--- src/rtl/ras_pkg.sv ---
package ras_pkg;
   typedef enum logic [2:0] {
      RAS_IDLE = 3'd0,
      RAS_LOAD = 3'd1,
      RAS_CALL = 3'd2,
      RAS_RET  = 3'd3,
      RAS_IRQ  = 3'd4
   } ras_op_e;
endpackage

--- src/rtl/ras_arb.sv ---
// Picks the single operation of the cycle: load > call > return > interrupt.
module ras_arb
   import ras_pkg::*;
(
   input  logic    sts_wr_i,
   input  logic    call_req_i,
   input  logic    ret_req_i,
   input  logic    irq_take_i,
   output ras_op_e op_o
);
   always_comb begin
      if (sts_wr_i)        op_o = RAS_LOAD;
      else if (call_req_i) op_o = RAS_CALL;
      else if (ret_req_i)  op_o = RAS_RET;
      else if (irq_take_i) op_o = RAS_IRQ;
      else                 op_o = RAS_IDLE;
   end
endmodule

--- src/rtl/ras_ptr.sv ---
// Stack pointer: natural modulo-2^PTR_W wrap in both directions.
module ras_ptr
   import ras_pkg::*;
#(
   parameter int PTR_W = 3
) (
   input  logic             clk,
   input  logic             rst_n,
   input  ras_op_e          op_i,
   input  logic [PTR_W-1:0] load_val_i,
   output logic [PTR_W-1:0] ptr_o,
   output logic [PTR_W-1:0] ptr_inc_o
);
   logic [PTR_W-1:0] ptr_q;

   assign ptr_o     = ptr_q;
   assign ptr_inc_o = ptr_q + 1'b1;

   always_ff @(posedge clk or negedge rst_n) begin
      if (!rst_n) begin
         ptr_q <= '0;
      end else begin
         unique case (op_i)
            RAS_LOAD:          ptr_q <= load_val_i;
            RAS_CALL, RAS_IRQ: ptr_q <= ptr_inc_o;
            RAS_RET:           ptr_q <= ptr_q - 1'b1;
            default:           ptr_q <= ptr_q;
         endcase
      end
   end
endmodule

--- src/rtl/ras_store.sv ---
// Entry array with per-entry write enables and a combinational read port.
module ras_store #(
   parameter int DEPTH  = 8,
   parameter int ADDR_W = 15,
   parameter int PTR_W  = $clog2(DEPTH)
) (
   input  logic              clk,
   input  logic              rst_n,
   input  logic              wr_en_i,
   input  logic [PTR_W-1:0]  wr_idx_i,
   input  logic [ADDR_W-1:0] wr_data_i,
   input  logic [PTR_W-1:0]  rd_idx_i,
   output logic [ADDR_W-1:0] rd_data_o
);
   logic [ADDR_W-1:0] ent_q [DEPTH];
   logic [DEPTH-1:0]  we;

   for (genvar g = 0; g < DEPTH; g++) begin : g_we
      assign we[g] = wr_en_i && (wr_idx_i == PTR_W'(g));
   end

   always_ff @(posedge clk or negedge rst_n) begin
      if (!rst_n) begin
         for (int i = 0; i < DEPTH; i++) ent_q[i] <= '0;
      end else begin
         for (int i = 0; i < DEPTH; i++) begin
            if (we[i]) ent_q[i] <= wr_data_i;
         end
      end
   end

   assign rd_data_o = ent_q[rd_idx_i];
endmodule

--- src/rtl/ras_vec.sv ---
// Interrupt target: vector low bits as a signed displacement from address 0,
// confined to page zero.
module ras_vec #(
   parameter int ADDR_W = 15,
   parameter int PAGE_W = 13,
   parameter int DISP_W = 7,
   parameter int VEC_W  = 8
) (
   input  logic [VEC_W-1:0]  vec_i,
   output logic [ADDR_W-1:0] target_o
);
   localparam int EXT_W = PAGE_W - DISP_W;
   localparam int TOP_W = ADDR_W - PAGE_W;

   logic [DISP_W-1:0] disp;
   assign disp = vec_i[DISP_W-1:0];

   if (TOP_W > 0) begin : g_paged
      assign target_o = {{TOP_W{1'b0}}, {EXT_W{disp[DISP_W-1]}}, disp};
   end else begin : g_flat
      assign target_o = {{EXT_W{disp[DISP_W-1]}}, disp};
   end
endmodule

--- src/rtl/ras_ctrl.sv ---
module ras_ctrl
   import ras_pkg::*;
#(
   parameter int DEPTH  = 8,
   parameter int ADDR_W = 15,
   parameter int PAGE_W = 13,
   parameter int DISP_W = 7,
   parameter int VEC_W  = 8,
   localparam int PTR_W = $clog2(DEPTH)
) (
   input  logic              clk,
   input  logic              rst_n,
   input  logic              call_req_i,
   input  logic              ret_req_i,
   input  logic              ret_en_i,
   input  logic [ADDR_W-1:0] link_addr_i,
   input  logic              irq_n_i,
   input  logic              instr_done_i,
   input  logic [VEC_W-1:0]  vec_i,
   input  logic              sts_wr_i,
   input  logic [PTR_W-1:0]  sts_sp_i,
   input  logic              sts_inh_i,
   output logic [PTR_W-1:0]  sp_o,
   output logic              inh_o,
   output logic              ret_vld_o,
   output logic [ADDR_W-1:0] ret_addr_o,
   output logic              jmp_vld_o,
   output logic [ADDR_W-1:0] jmp_addr_o,
   output logic              irq_ack_o
);
   if (DEPTH < 2 || (1 << PTR_W) != DEPTH) begin : g_chk_depth
      $error("ras_ctrl: DEPTH must be a power of two of at least 2");
   end
   if (PAGE_W > ADDR_W || DISP_W >= PAGE_W) begin : g_chk_page
      $error("ras_ctrl: need DISP_W < PAGE_W <= ADDR_W");
   end
   if (DISP_W > VEC_W) begin : g_chk_vec
      $error("ras_ctrl: vector narrower than displacement");
   end

   ras_op_e           op;
   logic              inh_q;
   logic              irq_take;
   logic [PTR_W-1:0]  ptr, ptr_inc;
   logic [ADDR_W-1:0] rd_data, vec_tgt;
   logic              ret_vld_q, jmp_vld_q, ack_q;
   logic [ADDR_W-1:0] ret_addr_q, jmp_addr_q;

   assign irq_take = !irq_n_i && !inh_q && instr_done_i;

   ras_arb u_arb (
      .sts_wr_i   (sts_wr_i),
      .call_req_i (call_req_i),
      .ret_req_i  (ret_req_i),
      .irq_take_i (irq_take),
      .op_o       (op)
   );

   ras_ptr #(.PTR_W(PTR_W)) u_ptr (
      .clk        (clk),
      .rst_n      (rst_n),
      .op_i       (op),
      .load_val_i (sts_sp_i),
      .ptr_o      (ptr),
      .ptr_inc_o  (ptr_inc)
   );

   ras_store #(.DEPTH(DEPTH), .ADDR_W(ADDR_W), .PTR_W(PTR_W)) u_store (
      .clk       (clk),
      .rst_n     (rst_n),
      .wr_en_i   (op == RAS_CALL || op == RAS_IRQ),
      .wr_idx_i  (ptr_inc),
      .wr_data_i (link_addr_i),
      .rd_idx_i  (ptr),
      .rd_data_o (rd_data)
   );

   ras_vec #(.ADDR_W(ADDR_W), .PAGE_W(PAGE_W), .DISP_W(DISP_W), .VEC_W(VEC_W)) u_vec (
      .vec_i    (vec_i),
      .target_o (vec_tgt)
   );

   always_ff @(posedge clk or negedge rst_n) begin
      if (!rst_n) begin
         inh_q <= 1'b0;
      end else begin
         unique case (op)
            RAS_LOAD: inh_q <= sts_inh_i;
            RAS_IRQ:  inh_q <= 1'b1;
            RAS_RET:  inh_q <= ret_en_i ? 1'b0 : inh_q;
            default:  inh_q <= inh_q;
         endcase
      end
   end

   // Result registers; reset leaves a pending jump to address 0.
   always_ff @(posedge clk or negedge rst_n) begin
      if (!rst_n) begin
         ret_vld_q  <= 1'b0;
         ret_addr_q <= '0;
         jmp_vld_q  <= 1'b1;
         jmp_addr_q <= '0;
         ack_q      <= 1'b0;
      end else begin
         ret_vld_q <= (op == RAS_RET);
         jmp_vld_q <= (op == RAS_IRQ);
         ack_q     <= (op == RAS_IRQ);
         if (op == RAS_RET) ret_addr_q <= rd_data;
         if (op == RAS_IRQ) jmp_addr_q <= vec_tgt;
      end
   end

   assign sp_o       = ptr;
   assign inh_o      = inh_q;
   assign ret_vld_o  = ret_vld_q;
   assign ret_addr_o = ret_addr_q;
   assign jmp_vld_o  = jmp_vld_q;
   assign jmp_addr_o = jmp_addr_q;
   assign irq_ack_o  = ack_q;
endmodule

--- config.mk ---
export PLATFORM = sky130hd
export DESIGN_NAME = ras_ctrl
export DESIGN_NICKNAME = d
export VERILOG_FILES = /design/src/rtl/ras_pkg.sv /design/src/rtl/ras_arb.sv /design/src/rtl/ras_ptr.sv /design/src/rtl/ras_store.sv /design/src/rtl/ras_vec.sv /design/src/rtl/ras_ctrl.sv
export SDC_FILE = /design/constraint.sdc
export NUM_CORES = 1
export LEC_CHECK = 0
export BUFFER_PORTS_ARGS = -buffer_cell sky130_fd_sc_hd__buf_2
export CAP_MARGIN = 5
export CORE_AREA = 2 2 133 103
export CTS_CLUSTER_DIAMETER = 60
export DETAILED_ROUTE_END_ITERATION = 10
export DIE_AREA = 0 0 135 105
export PLACE_DENSITY = 0.72
export SETUP_SLACK_MARGIN = 0.02
export SLEW_MARGIN = 20
export SYNTH_ARGS = -nofsm -noshare
export SYNTH_HDL_FRONTEND = slang
export SYNTH_SLANG_ARGS = --single-unit
--- constraint.sdc ---
create_clock -name clk -period 2.81 [get_ports clk]
set_input_delay 0.562 -clock clk [delete_from_list [all_inputs] [get_ports clk]]
set_output_delay 0.562 -clock clk [all_outputs]
set_load 0.01 [all_outputs]
; ---- After elaboration in Yosys (flattened, before gate mapping)
; Index checks and enable logic that the tools add are counted.
[word_totals]
regBits = 149
in_bits = 35
output_inout_bits = 37
wordCells = 59
[op_classes]
addsub = 2
magnitude_cmp = 1
n_eq_ne = 12
muxes = 10
bitwise_logic = 1
n_reduce_logical = 18
[op_table]
columns = op, n
row1 = $bmux W15 S3, 1
row2 = $mux W15, 2
row3 = $eq A3 B3 Y1 const B, 5
row4 = $eq A3 B2 Y1 const B, 4
row5 = $mux W3, 4
row6 = $logic_and A1 B1 Y1, 10
row7 = $pmux W3 S3, 1
row8 = $eq A3 B1 Y1 const B, 2
row9 = $reduce_bool A3 Y1, 2
row10 = $ge A4 B4 Y1 const B, 1
row11 = $not A3 Y4, 1
row12 = $add A3 B1 Y3 const B, 1
row13 = $logic_not A3 Y1, 1
row14 = $pmux W1 S3, 1
row15 = $sub A3 B1 Y3 const B, 1
row16 = $logic_not A1 Y1, 2
row17 = $ne A2 B2 Y1 const B, 1
row18 = $reduce_and A2 Y1, 1
row19 = $reduce_or A2 Y1, 1
row20 = $logic_or A1 B1 Y1, 1
row21 = $mux W1, 1

; ---- Logic depth before layout (Yosys ltp)
[logic_depth]
word_depth = 10
ltp_mapped = 8
mapped_depth_nobuf = 5

; ---- By module
; A second synthesis with hierarchy kept.
[unflattened]
hier_cells = 457
area_unflattened_um2 = 7420.9
[modules_own_cells]
columns = module, n_inst, cells_each, area_each_um2, seq_area_each_um2
row1 = ras_store, 1, 316, 5622.9, 3002.9
row2 = ras_ctrl, 1, 79, 1305.0, 852.1
row3 = ras_ptr, 1, 41, 341.6, 75.1
row4 = ras_vec, 1, 16, 116.4, 0.0
row5 = ras_arb, 1, 5, 35.0, 0.0

; ---- Worst setup path after synthesis
; No wires, ideal clock.
[synth_path]
kind = flip-flop to flip-flop
from = register u_ptr.ptr_q[0], in the netlist u_ptr.ptr_o[0]
to = register u_store.ent_q[64] (netlist name)
setup_ps = 125
arrival_ps = 2196
t_required_ps = 2685
path_slack_ps = 489
stages_incl_launch_ff = 8
n_path_buf = 3
period_less_slack_ps = 2321
path_cell_list = dfrtp_1 > clkbuf_1 > buf_1 > inv_1 > ha_1 > nand4_4 > buf_6 > mux2_4
[synth_via]
elab_chain_cells = 3
[synth_rtl]
columns = element, line
row1 = from (decl), ras_ptr.sv:14  ; logic [PTR_W-1:0] ptr_q;
row2 = from (signal assigned), ras_ptr.sv:24  ; RAS_LOAD: ptr_q <= load_val_i;
row3 = from (signal assigned), ras_ptr.sv:25  ; RAS_CALL, RAS_IRQ: ptr_q <= ptr_inc_o;
row4 = from (signal assigned), ras_ptr.sv:26  ; RAS_RET: ptr_q <= ptr_q - 1'b1;
row5 = $add A3 B1 Y3, ras_ptr.sv:17  ; assign ptr_inc_o = ptr_q + 1'b1;
row6 = $eq A3 B2 Y1, ras_store.sv:19  ; assign we[g] = wr_en_i && (wr_idx_i == PTR_W'(g));
row7 = $logic_and A1 B1 Y1, ras_store.sv:19
row8 = "to (signal, indexed assignment)", ras_store.sv:27  ; if (we[i]) ent_q[i] <= wr_data_i;
row9 = to (decl), ras_store.sv:15  ; logic [ADDR_W-1:0] ent_q [DEPTH];
; Every way passes these cells.
; A chain may end at the register's enable or synchronous reset.

; ---- Worst setup path after layout
[layout_path]
from = register u_ptr.ptr_q[1], in the netlist u_ptr.ptr_o[1]
to = register u_store.ent_q[5] (netlist name)
[layout_via]
elab_chain_cells = 3
[layout_rtl]
columns = element, line
row1 = $add A3 B1 Y3, ras_ptr.sv:17
row2 = $eq A3 B3 Y1, ras_store.sv:19
row3 = $logic_and A1 B1 Y1, ras_store.sv:19
; Every way passes these cells.

==> out/metrics.csv <==
metric;value;unit
dp.cells;728;
crit_path_end_kind;register;
grt_pass1_wl;25200;um
rsz0062_at_grt;no;
start_util;56.2;%
powerDensity;1010;mW/mm^2
dpl.hpwl;9230;um
die_x;135;um
synthToLayoutAreaGrowth;13.9;%
vdd_ir_drop_max;0.000606;V
root_buffer;clkbuf_16;
top_layer;met4;
cts_max_level;4;
drc;0;
grt.total_usage;23.0;%
final.period_utilization;86.5;%
wl_met1;6940;um
path_clk_slew;0.06;ns
dieArea;0.0142;mm^2
worstHoldPathType;in2async;
grt_max_degree;58;
yosysTopAreaCell;dfrtp_1;
yosys_warnings;0;
cts_setup_buffers;0;
grt_pass1_vias;4502;
synthDistinctLibCells;37;
power.leakage;4.12;nW
final-hold-violation-count;0;
synth_seq_area_share;51.8;%
antenna_found_initial;0;
fin_skew;0.00732;ns
clock-sinks;149;
vias;4268;
worst_skew_pair.late_latency;0.41;ns
cap_violations;0;
io_pins;72;
max_slew_margin;51.8;%
ys_ff_latch;149;
synth_area;0.00719;mm^2
cts_hold_buf;0;
worst_slew_pin_slew;0.723;ns
synth_edf_count;0;
port-buffer-count;68;
period_needed;2.43;ns
ys_async_sr_fraction;100;%
cts_made_buffers;17;
dr.pass1.iters;4;
clock.fmax;412;MHz
via_per_inst;5.62;
synth_area_leaders;dfrtp_1, mux2_4, mux2i_1, mux2_2, a22oi_1;
fin_nets;617;
finalSetupViolCount;0;
wire_per_inst;20.0;um
synth.avg_cell_area;14.1;um^2
cts_max_path_buffers;2;
tns;0;ns
die_h;105;um
antenna_cells;0;
core_area;0.0128;mm^2
crit_arrival;2.72;ns
status;finished, final reports clean;
r2r_end;u_store.ent_q[5];
stdcell_count;760;
drive_gt1_share;41.3;%
final_cell_area;0.00819;mm^2
drtAntennaViolNets;0;
drtIter0Drc;248;
layout_commonest_cell;dfrtp_1;
place_congestion;0.789;
cts_resized;0;
crit_type;reg2reg;
wl_met2;7450;um
wl;15200;um
cts_tree;done;
fp-row-count;36;
crit_fanout;15;
drv_slew;0;
netlist_instances;510;
layout_common_cells;dfrtp_1, mux2_4, buf_2;
r2r_setup_slack;0.38;ns
r2r_start;u_ptr.ptr_o[1];
critPathLaunchType;register;
dpl-instance-area;0.00764;mm^2
grt_overflow;0;
power;0.00826;W
crit_required;3.10;ns
synth.top_cell.area_share;51.5;%
wl_met3;642;um
ys.flop_type;dfrtp_1;
r2r_cells;4;
## state kept, by name (all words and copies together) (netlist names)
register	count
jmp_addr_o	7
ret_vld_o	1
ret_addr_o	15
inh_o	1
irq_ack_o	1
jmp_vld_o	1
u_ptr.ptr_o	3
u_store.ent_q	120
## layout make-up
| class | instances | area, um^2 |
|---|---|---|
| Fill cell | 974 | 4600 |
| Tap cell | 171 | 214 |
| Timing Repair Buffer | 80 | 462 |
| Clock inverter | 12 | 108 |
| Inverter | 5 | 18.8 |
| Sequential cell | 149 | 3730 |
| Multi-Input combinational cell | 323 | 3210 |
| Clock buffer | 20 | 447 |
## layer usage
metal | track usage (%) | up-vias
li1 | - | 1959
met1 | 32.3 | 2216
met2 | 37.2 | 78
met3 | 4.37 | 15
met4 | 5.06 | 0
met5 | 0 | -
## power by group
| part | internal [W] | switching, W | leakage [nW] |
|---|---|---|---|
| clock | 0.00124 | 0.000878 | 0.266 |
| combinational | 0.00149 | 0.000953 | 2.04 |
| sequential | 0.00314 | 0.000559 | 1.82 |
| total | 0.00587 | 0.00239 | 4.12 |
## per-stage QoR
stage,util (%),setup WS (ns),hold slack (ns)
after floorplan,-,0.489,0.266
after CTS,64.0,0.394,0.123
after detailed placement,59.7,0.289,0.461
after global routing,64.0,0.310,0.137
after global placement,59.7,0.331,0.457
final,64.0,0.380,0.108
## Yosys cell counts, types with 2 or more instances
| master | number |
|---|---|
| buf_4 | 9 |
| buf_6 | 9 |
| nand4_4 | 8 |
| a22oi_1 | 30 |
| mux2_2 | 40 |
| dfrtp_1 | 148 |
| mux2i_1 | 60 |
| nand3_1 | 15 |
| nor3_1 | 2 |
| inv_1 | 3 |
| nor3b_1 | 2 |
| clkbuf_1 | 7 |
| ha_1 | 6 |
| clkinv_1 | 2 |
| nor2_1 | 2 |
| nor2b_1 | 3 |
| mux2_4 | 80 |
| buf_2 | 7 |
| o21ai_0 | 4 |
| nand2_1 | 56 |
## kinds of logic after synthesis
logic type                 count (synthesis)  synth area share (%)
AOI/OAI and AO/OA                         38                  3.88
xor gates and xnor gates                   4                 0.696
adders and majority gates                  6                  1.04
buffers and inverters                     39                  3.58
DFF                                      149                  51.8
muxes                                    180                  31.3
other                                      1                0.0521
and+or+nand+nor                           93                  7.60
## worst max-delay path, stage by stage, from the launching register on
cell     delay (ns)
dfrtp_1        0.50
ha_1           0.37
xor2_2         0.45
nand4_4        0.51
mux2_4         0.48
## worst max path at each step
stage / start / end / slack (ns) / depth (start not counted)
CTS: u_ptr.ptr_o[1] / u_store.ent_q[5] / 0.39 / 4
finish: u_ptr.ptr_o[1] / u_store.ent_q[5] / 0.38 / 4
global route: u_ptr.ptr_o[1] / u_store.ent_q[5] / 0.31 / 4
detailed placement: irq_n_i / u_store.ent_q[7] / 0.29 / 6
global placement: irq_n_i / u_store.ent_q[12] / 0.33 / 6
floorplan: u_ptr.ptr_o[0] / u_store.ent_q[64] / 0.49 / 7
No activity file was read; power rests on OpenSTA's default activity.
